--- src/rtl/neu_pkg.sv ---
package neu_pkg;
  // log2 of the number of virtual neurons
  parameter int IDX_W = 4;
  localparam int NUM = 2 ** IDX_W;

  typedef enum logic [1:0] {
    PH_QUAD = 2'd0,
    PH_VOLT = 2'd1,
    PH_RECQ = 2'd2,
    PH_RECU = 2'd3
  } phase_t;

  // strobes from control to datapath, one operation per cycle
  typedef struct packed {
    logic              issue;
    phase_t            phase;
    logic [IDX_W-1:0]  idx;
  } issue_t;
endpackage

--- src/rtl/neu_fma.sv ---
module neu_fma #(
  parameter int W    = 16,
  parameter int FRAC = 8,
  parameter int LAT  = 4,
  parameter int TAGW = 6
) (
  input  logic                clk,
  input  logic                rstN,
  input  logic                inValid,
  input  logic [TAGW-1:0]     inTag,
  input  logic signed [W-1:0] opX,
  input  logic signed [W-1:0] opY,
  input  logic signed [W-1:0] opZ,
  output logic                outValid,
  output logic [TAGW-1:0]     outTag,
  output logic signed [W-1:0] outRes
);
  localparam int PW = 2 * W;

  // stage 1: operand registers
  logic                s1Valid;
  logic [TAGW-1:0]     s1Tag;
  logic signed [W-1:0] s1X, s1Y, s1Z;

  always_ff @(posedge clk) begin
    if (!rstN) begin
      s1Valid <= 1'b0;
      s1Tag   <= '0;
      s1X     <= '0;
      s1Y     <= '0;
      s1Z     <= '0;
    end else begin
      s1Valid <= inValid;
      s1Tag   <= inTag;
      s1X     <= opX;
      s1Y     <= opY;
      s1Z     <= opZ;
    end
  end

  logic signed [PW-1:0] xExt, yExt, prod, prodSh;
  logic signed [W-1:0]  fused;

  always_comb begin
    xExt   = {{W{s1X[W-1]}}, s1X};
    yExt   = {{W{s1Y[W-1]}}, s1Y};
    prod   = xExt * yExt;
    prodSh = prod >>> FRAC;
    fused  = prodSh[W-1:0] + s1Z;
  end

  // stages 2..LAT: result registers
  logic                vPipe [LAT-1];
  logic [TAGW-1:0]     tPipe [LAT-1];
  logic signed [W-1:0] rPipe [LAT-1];

  always_ff @(posedge clk) begin
    if (!rstN) begin
      vPipe[0] <= 1'b0;
      tPipe[0] <= '0;
      rPipe[0] <= '0;
    end else begin
      vPipe[0] <= s1Valid;
      tPipe[0] <= s1Tag;
      rPipe[0] <= fused;
    end
  end

  for (genvar s = 1; s < LAT - 1; s++) begin : g_stage
    always_ff @(posedge clk) begin
      if (!rstN) begin
        vPipe[s] <= 1'b0;
        tPipe[s] <= '0;
        rPipe[s] <= '0;
      end else begin
        vPipe[s] <= vPipe[s-1];
        tPipe[s] <= tPipe[s-1];
        rPipe[s] <= rPipe[s-1];
      end
    end
  end

  assign outValid = vPipe[LAT-2];
  assign outTag   = tPipe[LAT-2];
  assign outRes   = rPipe[LAT-2];
endmodule

--- src/rtl/neu_ctrl.sv ---
module neu_ctrl
  import neu_pkg::*;
(
  input  logic   clk,
  input  logic   rstN,
  input  logic   startSweep,
  input  logic   wbLast,
  output issue_t iss,
  output logic   sweepDone
);
  localparam int CNTW = IDX_W + 2;
  localparam logic [CNTW-1:0] LASTOP = CNTW'(4 * NUM - 1);

  logic            busy, issuing;
  logic [CNTW-1:0] cnt;

  always_ff @(posedge clk) begin
    if (!rstN) begin
      busy      <= 1'b0;
      issuing   <= 1'b0;
      cnt       <= '0;
      sweepDone <= 1'b0;
    end else begin
      sweepDone <= wbLast;
      if (!busy) begin
        if (startSweep) begin
          busy    <= 1'b1;
          issuing <= 1'b1;
          cnt     <= '0;
        end
      end else begin
        if (issuing) begin
          cnt <= cnt + 1'b1;
          if (cnt == LASTOP) issuing <= 1'b0;
        end
        if (wbLast) busy <= 1'b0;
      end
    end
  end

  always_comb begin
    iss.issue = issuing;
    iss.phase = phase_t'(cnt[CNTW-1 -: 2]);
    iss.idx   = cnt[IDX_W-1:0];
  end

  AST_DONE_PULSE: assert property (@(posedge clk) disable iff (!rstN)
    sweepDone |=> !sweepDone);

  AST_DONE_AFTER_ISSUE: assert property (@(posedge clk) disable iff (!rstN)
    sweepDone |-> !issuing);

  AST_START_IGNORED: assert property (@(posedge clk) disable iff (!rstN)
    (issuing && startSweep && cnt != LASTOP) |=> (issuing && cnt == $past(cnt) + 1'b1));
endmodule

--- src/rtl/neu_datapath.sv ---
module neu_datapath
  import neu_pkg::*;
#(
  parameter int W    = 16,
  parameter int FRAC = 8,
  parameter int LAT  = 4
) (
  input  logic                  clk,
  input  logic                  rstN,
  input  issue_t                iss,
  input  logic [NUM*W-1:0]      curIn,
  input  logic signed [W-1:0]   quadGain,
  input  logic signed [W-1:0]   linGain,
  input  logic signed [W-1:0]   bias,
  input  logic signed [W-1:0]   thresh,
  input  logic signed [W-1:0]   recovRate,
  input  logic signed [W-1:0]   recovSens,
  input  logic signed [W-1:0]   resetV,
  input  logic signed [W-1:0]   resetStep,
  output logic                  wbLast,
  output logic                  spikeValid,
  output logic [IDX_W-1:0]      spikeIdx
);
  localparam int TAGW = IDX_W + 2;
  localparam int NSCR = 3;   // slots: 0 quadratic partial, 1 new v, 2 recovery partial

  logic signed [W-1:0] vMem [NUM];
  logic signed [W-1:0] uMem [NUM];
  logic signed [W-1:0] scr  [NUM][NSCR];

  // operand selection at issue
  logic signed [W-1:0] opX, opY, opZ, issV, issU;
  always_comb begin
    issV = vMem[iss.idx];
    issU = uMem[iss.idx];
    unique case (iss.phase)
      PH_QUAD: begin opX = quadGain;          opY = issV;              opZ = linGain; end
      PH_VOLT: begin opX = scr[iss.idx][0];   opY = issV;              opZ = bias;    end
      PH_RECQ: begin opX = recovSens;         opY = issV;              opZ = -issU;   end
      default: begin opX = recovRate;         opY = scr[iss.idx][2];   opZ = issU;    end
    endcase
  end

  logic                wbValid;
  logic [TAGW-1:0]     wbTag;
  logic signed [W-1:0] wbRes;

  neu_fma #(.W(W), .FRAC(FRAC), .LAT(LAT), .TAGW(TAGW)) fma_i (
    .clk      (clk),
    .rstN     (rstN),
    .inValid  (iss.issue),
    .inTag    ({iss.phase, iss.idx}),
    .opX      (opX),
    .opY      (opY),
    .opZ      (opZ),
    .outValid (wbValid),
    .outTag   (wbTag),
    .outRes   (wbRes)
  );

  phase_t             wbPhase;
  logic [IDX_W-1:0]   wbIdx;
  logic signed [W-1:0] wbV, wbU, wbCur, vSum, vCand, uPost;
  logic               fire;

  // combinational adder path for write-back
  always_comb begin
    wbPhase = phase_t'(wbTag[TAGW-1 -: 2]);
    wbIdx   = wbTag[IDX_W-1:0];
    wbV     = vMem[wbIdx];
    wbU     = uMem[wbIdx];
    wbCur   = curIn[int'(wbIdx) * W +: W];
    vSum    = wbV + wbRes - wbU + wbCur;
    vCand   = scr[wbIdx][1];
    fire    = (vCand >= thresh);
    uPost   = fire ? (wbRes + resetStep) : wbRes;
    wbLast  = wbValid && (wbPhase == PH_RECU) && (wbIdx == IDX_W'(NUM - 1));
  end

  always_ff @(posedge clk) begin
    if (!rstN) begin
      for (int n = 0; n < NUM; n++) begin
        vMem[n] <= '0;
        uMem[n] <= '0;
        for (int k = 0; k < NSCR; k++) scr[n][k] <= '0;
      end
      spikeValid <= 1'b0;
      spikeIdx   <= '0;
    end else begin
      spikeValid <= 1'b0;
      if (wbValid) begin
        unique case (wbPhase)
          PH_QUAD: scr[wbIdx][0] <= wbRes;
          PH_VOLT: scr[wbIdx][1] <= vSum;
          PH_RECQ: scr[wbIdx][2] <= wbRes;
          default: begin
            vMem[wbIdx] <= fire ? resetV : vCand;
            uMem[wbIdx] <= uPost;
            spikeValid  <= fire;
            spikeIdx    <= wbIdx;
          end
        endcase
      end
    end
  end

  AST_SPIKE_RESETS_V: assert property (@(posedge clk) disable iff (!rstN)
    spikeValid |-> (vMem[spikeIdx] == $past(resetV)));

  AST_SPIKE_ORDER: assert property (@(posedge clk) disable iff (!rstN)
    (spikeValid && $past(spikeValid)) |-> (spikeIdx == $past(spikeIdx) + 1'b1));
endmodule

--- src/rtl/spiking_neuron_array.sv ---
module spiking_neuron_array
  import neu_pkg::*;
#(
  parameter int W    = 16,
  parameter int FRAC = 8,
  parameter int LAT  = 4
) (
  input  logic                clk,
  input  logic                rstN,
  input  logic                startSweep,
  input  logic [NUM*W-1:0]    curIn,
  input  logic signed [W-1:0] quadGain,
  input  logic signed [W-1:0] linGain,
  input  logic signed [W-1:0] bias,
  input  logic signed [W-1:0] thresh,
  input  logic signed [W-1:0] recovRate,
  input  logic signed [W-1:0] recovSens,
  input  logic signed [W-1:0] resetV,
  input  logic signed [W-1:0] resetStep,
  output logic                spikeValid,
  output logic [IDX_W-1:0]    spikeIdx,
  output logic                sweepDone
);
  // a result must be written back before the same neuron's next phase reads it
  initial begin
    if (LAT < 2 || LAT > NUM - 1) $error("LAT out of range");
  end

  issue_t iss;
  logic   wbLast;

  neu_ctrl ctrl_i (
    .clk        (clk),
    .rstN       (rstN),
    .startSweep (startSweep),
    .wbLast     (wbLast),
    .iss        (iss),
    .sweepDone  (sweepDone)
  );

  neu_datapath #(.W(W), .FRAC(FRAC), .LAT(LAT)) dp_i (
    .clk        (clk),
    .rstN       (rstN),
    .iss        (iss),
    .curIn      (curIn),
    .quadGain   (quadGain),
    .linGain    (linGain),
    .bias       (bias),
    .thresh     (thresh),
    .recovRate  (recovRate),
    .recovSens  (recovSens),
    .resetV     (resetV),
    .resetStep  (resetStep),
    .wbLast     (wbLast),
    .spikeValid (spikeValid),
    .spikeIdx   (spikeIdx)
  );
endmodule

--- config.mk ---
export PLATFORM = sky130hd
export DESIGN_NAME = spiking_neuron_array
export DESIGN_NICKNAME = d
export VERILOG_FILES = /design/src/rtl/neu_pkg.sv /design/src/rtl/neu_fma.sv /design/src/rtl/neu_ctrl.sv /design/src/rtl/neu_datapath.sv /design/src/rtl/spiking_neuron_array.sv
export SDC_FILE = /design/constraint.sdc
export NUM_CORES = 2
export LEC_CHECK = 0
export CAP_MARGIN = 20
export CORE_MARGIN = 2
export CORE_UTILIZATION = 40
export DETAILED_ROUTE_END_ITERATION = 7
export RECOVER_POWER = 25
export SLEW_MARGIN = 20
export SYNTH_ARGS = -nofsm -noshare
export SYNTH_HDL_FRONTEND = slang
export SYNTH_SLANG_ARGS = --single-unit
--- constraint.sdc ---
create_clock -name clk -period 20.7 [get_ports clk]
set_input_delay 6.21 -clock clk [delete_from_list [all_inputs] [get_ports clk]]
set_output_delay 6.21 -clock clk [all_outputs]
set_load 0.02 [all_outputs]
=== After elaboration in Yosys (flattened, before gate mapping) ===
Memories as Yosys holds them, arrays and structs flattened. A register that Yosys moved wholly into a read port is not among the register bits.
Index checks and enable logic that the tools add are counted.

* Input port bits: 387
* Memory bits (writable): 1349
* Register bits after elaboration: 69
* Output and inout bits: 6
* Logic and storage cells: 117
* Memories kept: 6

* Shift operators: 1
* Order comparisons: 1
* Reduce and logical (&&, ||, !) cells: 13
* Mux-type cells: 57
* Bitwise operators: 12
* $mul: 1
* Add/subtract/negate cells: 7
* Equal/unequal tests: 8

{| class="wikitable"
|+ Memory list
! name !! words !! width !! rd ports !! clocked after memory_dff !! write ports !! line !! RTL
|-
| dp_i.scr || 16 || 48 || 2 || 1 || 16 || neu_datapath.sv:29 || <nowiki>logic signed [W-1:0] scr [NUM][NSCR];</nowiki>
|-
| dp_i.uMem || 16 || 16 || 2 || 1 || 16 || neu_datapath.sv:28 || <nowiki>logic signed [W-1:0] uMem [NUM];</nowiki>
|-
| dp_i.vMem || 16 || 16 || 2 || 1 || 16 || neu_datapath.sv:27 || <nowiki>logic signed [W-1:0] vMem [NUM];</nowiki>
|-
| dp_i.fma_i.rPipe || 3 || 16 || 3 || 0 || 3 || neu_fma.sv:55 || <nowiki>logic signed [W-1:0] rPipe [LAT-1];</nowiki>
|-
| dp_i.fma_i.tPipe || 3 || 6 || 3 || 0 || 3 || neu_fma.sv:54 || <nowiki>logic [TAGW-1:0] tPipe [LAT-1];</nowiki>
|-
| dp_i.fma_i.vPipe || 3 || 1 || 3 || 0 || 3 || neu_fma.sv:53 || <nowiki>logic vPipe [LAT-1];</nowiki>
|}

{| class="wikitable"
|+ Operator list
! operator !! number
|-
| $shiftx 256x9->16 || 1
|-
| $mux 16 || 8
|-
| $pmux 16 s3 || 2
|-
| $add 16x16->16 || 4
|-
| $mux 48 || 1
|-
| $reduce_or 48->1 || 1
|-
| $mux 4 || 9
|-
| $mux 6 || 6
|-
| $reduce_or 16->1 || 2
|-
| $mux 1 || 30
|-
| $mul 16x16->24 || 1
|-
| $ge 16x16->1 || 1
|-
| $neg 16->16 || 1
|-
| $sub 16x16->16 || 1
|-
| $or 1x1->1 || 9
|-
| $add 6x1->6 const B || 1
|-
| $eq 2x2->1 const B || 3
|-
| $eq 6x6->1 const B || 1
|-
| $reduce_or 3->1 || 2
|-
| $reduce_or 5->1 || 1
|-
| $eq 2x1->1 const B || 2
|-
| $eq 4x4->1 const B || 1
|-
| $logic_not 2->1 || 2
|-
| $reduce_and 2->1 || 2
|-
| other kinds (5) || 8
|}

=== Depth between registers and ports, before layout ===
An unclocked memory read counts as a cell.

* Word-level depth: 9
* Mapped depth: 32
* Gate-level depth less buffers: 30

=== Cells and area by module ===
A second synthesis with hierarchy kept.

* Cell total of the unflattened synthesis: 5591
* Area total of the unflattened synthesis: 77479.3 sq um

{| class="wikitable"
|+ Modules (own cells, without submodules)
! module !! cells an instance !! area each (sq um) !! seq. area each (sq um) !! instances
|-
| neu_datapath || 4361 || 65748.1 || 38537.0 || 1
|-
| neu_fma || 1186 || 11334.6 || 2482.4 || 1
|-
| neu_ctrl || 44 || 396.6 || 180.2 || 1
|}

=== Worst setup path after synthesis ===
No wires, ideal clock.

* Path type: input -> register
* Start point: in curIn[242]
* End point: mem dp_i.scr[0][30] (netlist bit), data pin
* Data arrival time: 10.142 ns
* Stages on the path: 16
* Setup slack: 10.292 ns
* Buffers on the path: 1
* Setup time: 0.266 ns
* Required time: 20.434 ns
* Cell sequence: mux4_2 mux4_2 inv_1 fa_1 inv_1 fa_1 ha_1 a21o_1 a21oi_1 o21a_1 or3_1 nand3_1 nand2_1 a211oi_1 clkbuf_1 nor2_1

{| class="wikitable"
|+ RTL lines
! item !! line !! RTL
|-
| start, declared || spiking_neuron_array.sv:11 || <nowiki>input logic [NUM*W-1:0] curIn,</nowiki>
|-
| end, declared || neu_datapath.sv:29 ||
|}

==> run_results.csv <==
group,metric,value,unit
synth,synth_edf_count,1280,
worst_hold_path,worstHoldPathCells,1,
route,drt-pass1-iter-count,6,
placed_design,globalplace.congestion,0.863,
worst_hold_path,hold_end,"dp_i.fma_i.rPipe[1][6]",
route,drcViolationCount,0,
setup_path,crit_type,"in2reg",
setup_path,cpMaxStageDelayCell,"clkbuf_1",
power_and_ir_drop,leakagePower,30.8,nW
clock_tree,root_buffer,"clkbuf_16",
timing,clock_skew,0.0403,ns
worst_hold_path,hold_path_class,"reg2reg",
die,fp.dieW,444,um
timing,setup_tns,0,ns
global_route,grt-ovfl-total,0,
synth,synthFlopType,"edfxtp_1",
route,ant_nets,0,
clock_tree,cts_resized,0,
layout,fin_nets,6569,
global_route,grt_max_degree,116,
timing,slew-limit-headroom,-169,%
synth,yosys.cell_types.count,71,
setup_path,reg2reg_depth,26,
clock_tree,htree_levels,4,
layout,drive_gt1_share,18.1,%
layout,syn_to_final_growth,14.7,%
synth,syn-cell-area,0.0775,mm2
route,drt-wirelength-per-cell,28.7,um
global_route,first_global_vias,50782,
timing,fin_crit_sh,59.7,%
clock_tree,clk_pin_slew,0.06,ns
die,die_area,0.197,mm2
clock_tree,numCtsBuffers,154,
die,dieHeight,444,um
global_route,grt_pass1_wl,352,mm
synth,yosysWarnings,0,
setup_path,path_cells,"clkbuf_1, nand3_1, nor2_1, nand2_2, buf_4, nand2_2, buf_4",
die,initial_core_util,40.2,%
die,pin_count,393,
job,max_cap_violations,8,
setup_path,worstReg2RegStart,"dp_i.fma_i.s1Y[1]",
synth,yosysTopAreaCellShare,49.6,%
synth,yosys.area.top_type,"edfxtp_1",
setup_path,cp_max_fo,60,
clock_tree,cts_sinks,1422,
layout,multi_input_area,0.0331,mm2
route,drtIter0Drc,5832,
setup_path,crit_arrival,12.78,ns
synth,netlist_instances,5567,
synth,ys_seq_area_share,53.3,%
synth,synth-async-reset-ratio,0,%
die,core_area,0.193,mm2
placed_design,dp_cells,8199,
layout,regArea,0.0413,mm2
synth,synth_common_cells,"edfxtp_1 (1280), nor2_1 (811), mux4_2 (636)",
timing,slew_violations,393,
timing,fmax,0.0809,GHz
route,vias,49330,
placed_design,port_buffers,392,
layout,final_core_util,46.1,%
global_route,antenna_found_initial,12,
synth,yosysMostFrequentCell,"edfxtp_1",
route,via_per_inst,5.82,
layout,fillers,16936,
synth,synthTopCellsByArea,"edfxtp_1 (50%), mux4_2 (18%), fa_1 (5.6%), and2_1 (5.1%), nor2_1 (3.9%)",
timing,setup_viol,0,
power_and_ir_drop,p_total,7.59,mW
placed_design,dp_hpwl,153,mm
clock_tree,clk_latency,0.81,ns
setup_path,cp.required,21.13,ns
setup_path,r2r-end,"dp_i.fma_i.rPipe[0][14]",
synth,ys_ff_latch,1422,
status,status,"complete, but fails checks",
clock_tree,clock_path_buffers,3,
timing,finalCriticalPeriod,12.36,ns
layout,final_cells,8479,
timing,worst_pin_slew,4.03,ns
worst_hold_path,worstHoldStart,"dp_i.fma_i.rPipe[0][6]",
synth,avgSynthCellArea,13.9,um2
timing,hold_viol_final,0,
setup_path,crit_path_end_kind,"flop",
setup_path,r2r_slack,12.70,ns
power_and_ir_drop,p_per_area,85.4,mW/mm2
clock_tree,cts_setup_buffers,0,
die,row_count,161,
clock_tree,cts_hold_buf,0,
setup_path,slowest_delay,2.53,ns
timing,grt_setup_unrepaired,"no",
route,routed_wl,243,mm
setup_path,worstSetupStartpointType,"input port",
status,violations,"capacitance limit, slew limit",
synth,synthesis.nets,6306,
clock_tree,tritoncts,"built",
global_route,track_usage,24.6,%
power_and_ir_drop,ir_drop,0.0000868,V
[metrics by stage]
| stage | worst slack (ns) | hold slack [ns] | instance area (um2) |
|---|---|---|---|
| floorplan | 10.29 | 0.412 | 77500 |
| global placement | 9.14 | 0.414 | 84000 |
| detailed placement | 9.20 | 0.418 | 84000 |
| CTS | 9.99 | 0.427 | 88900 |
| global route | 7.90 | 0.435 | 88900 |
| finish | 8.34 | 0.429 | 88900 |
[cells by family after synthesis]
kind of cell	share of synthesized area [%]
AND/OR/NAND/NOR	11.7
adder cells (fa/ha/maj)	7.80
buffers and inverters	4.22
AO/OA/AOI/OAI	2.61
multiplexers	19.3
flip-flops	53.3
XOR/XNOR	1.02
[how the worst max path moves through the flow]
stage	slack (ns)	startpoint	endpoint
finish	8.34	rstN	dp_i.uMem[12][10]
global route	7.90	rstN	dp_i.fma_i.s1Z[15]
CTS	9.99	curIn[115]	dp_i.scr[12][29]
detailed placement	9.20	curIn[115]	dp_i.scr[7][29]
global placement	9.14	curIn[34]	dp_i.scr[15][28]
floorplan	10.29	curIn[242]	dp_i.scr[0][30]
[critical path, delay by kind of cell]
family / cells / cell delay (ns)
buffers and inverters: 3 / 3.51
and+or+nand+nor: 4 / 2.92
[report_power, final]
part / internal, mW / leakage [nW] / switching [mW] / total (mW)
Combinational: 0.585 / 14.8 / 0.933 / 1.52
Sequential: 3.27 / 13.7 / 0.0758 / 3.34
Clock: 1.54 / 2.38 / 1.18 / 2.73
Total: 5.40 / 30.8 / 2.19 / 7.59
[metal layers]
metal | part of all wire [%] | track usage, % | vias up
met5 | 0.0094 | 0 | -
met4 | 4.6 | 9.53 | 4
met3 | 9.6 | 4.93 | 515
met2 | 48 | 40.8 | 2570
met1 | 37 | 32.0 | 25514
li1 | - | - | 20727
[cell type report]
cell class | instances | share of cell area [%]
well taps | 2526 | 3.56
diodes | 4 | 0.0113
inverters | 353 | 1.49
repair buffers | 548 | 5.66
multi-input cells | 3351 | 37.3
flip-flops and latches | 1422 | 46.5
clock inverters | 75 | 0.788
clock buffers | 200 | 4.71
[flip-flops by register name, indices dropped and copies added, names as in the netlist, 16 cells and up, named ones only]
register and cells:
dp_i.fma_i.rPipe 48, dp_i.fma_i.s1Y 16, dp_i.fma_i.s1X 16, dp_i.fma_i.tPipe 18, dp_i.fma_i.s1Z 16, dp_i.vMem 256, dp_i.uMem 256, dp_i.scr 768
[cell usage in the layout, fill, tap and decap left out, types with 126 or more instances in the layout]
cell type	netlist	routed
mux4_2	636	636
edfxtp_1	1280	1280
inv_1	350	351
clkbuf_16	0	159
ha_1	134	134
and2_1	633	546
clkdlybuf4s50_1	0	390
fa_1	218	218
nand2_1	260	223
nor2_1	811	803
dfxtp_1	142	126
No activity file was read; power rests on OpenSTA's default activity.
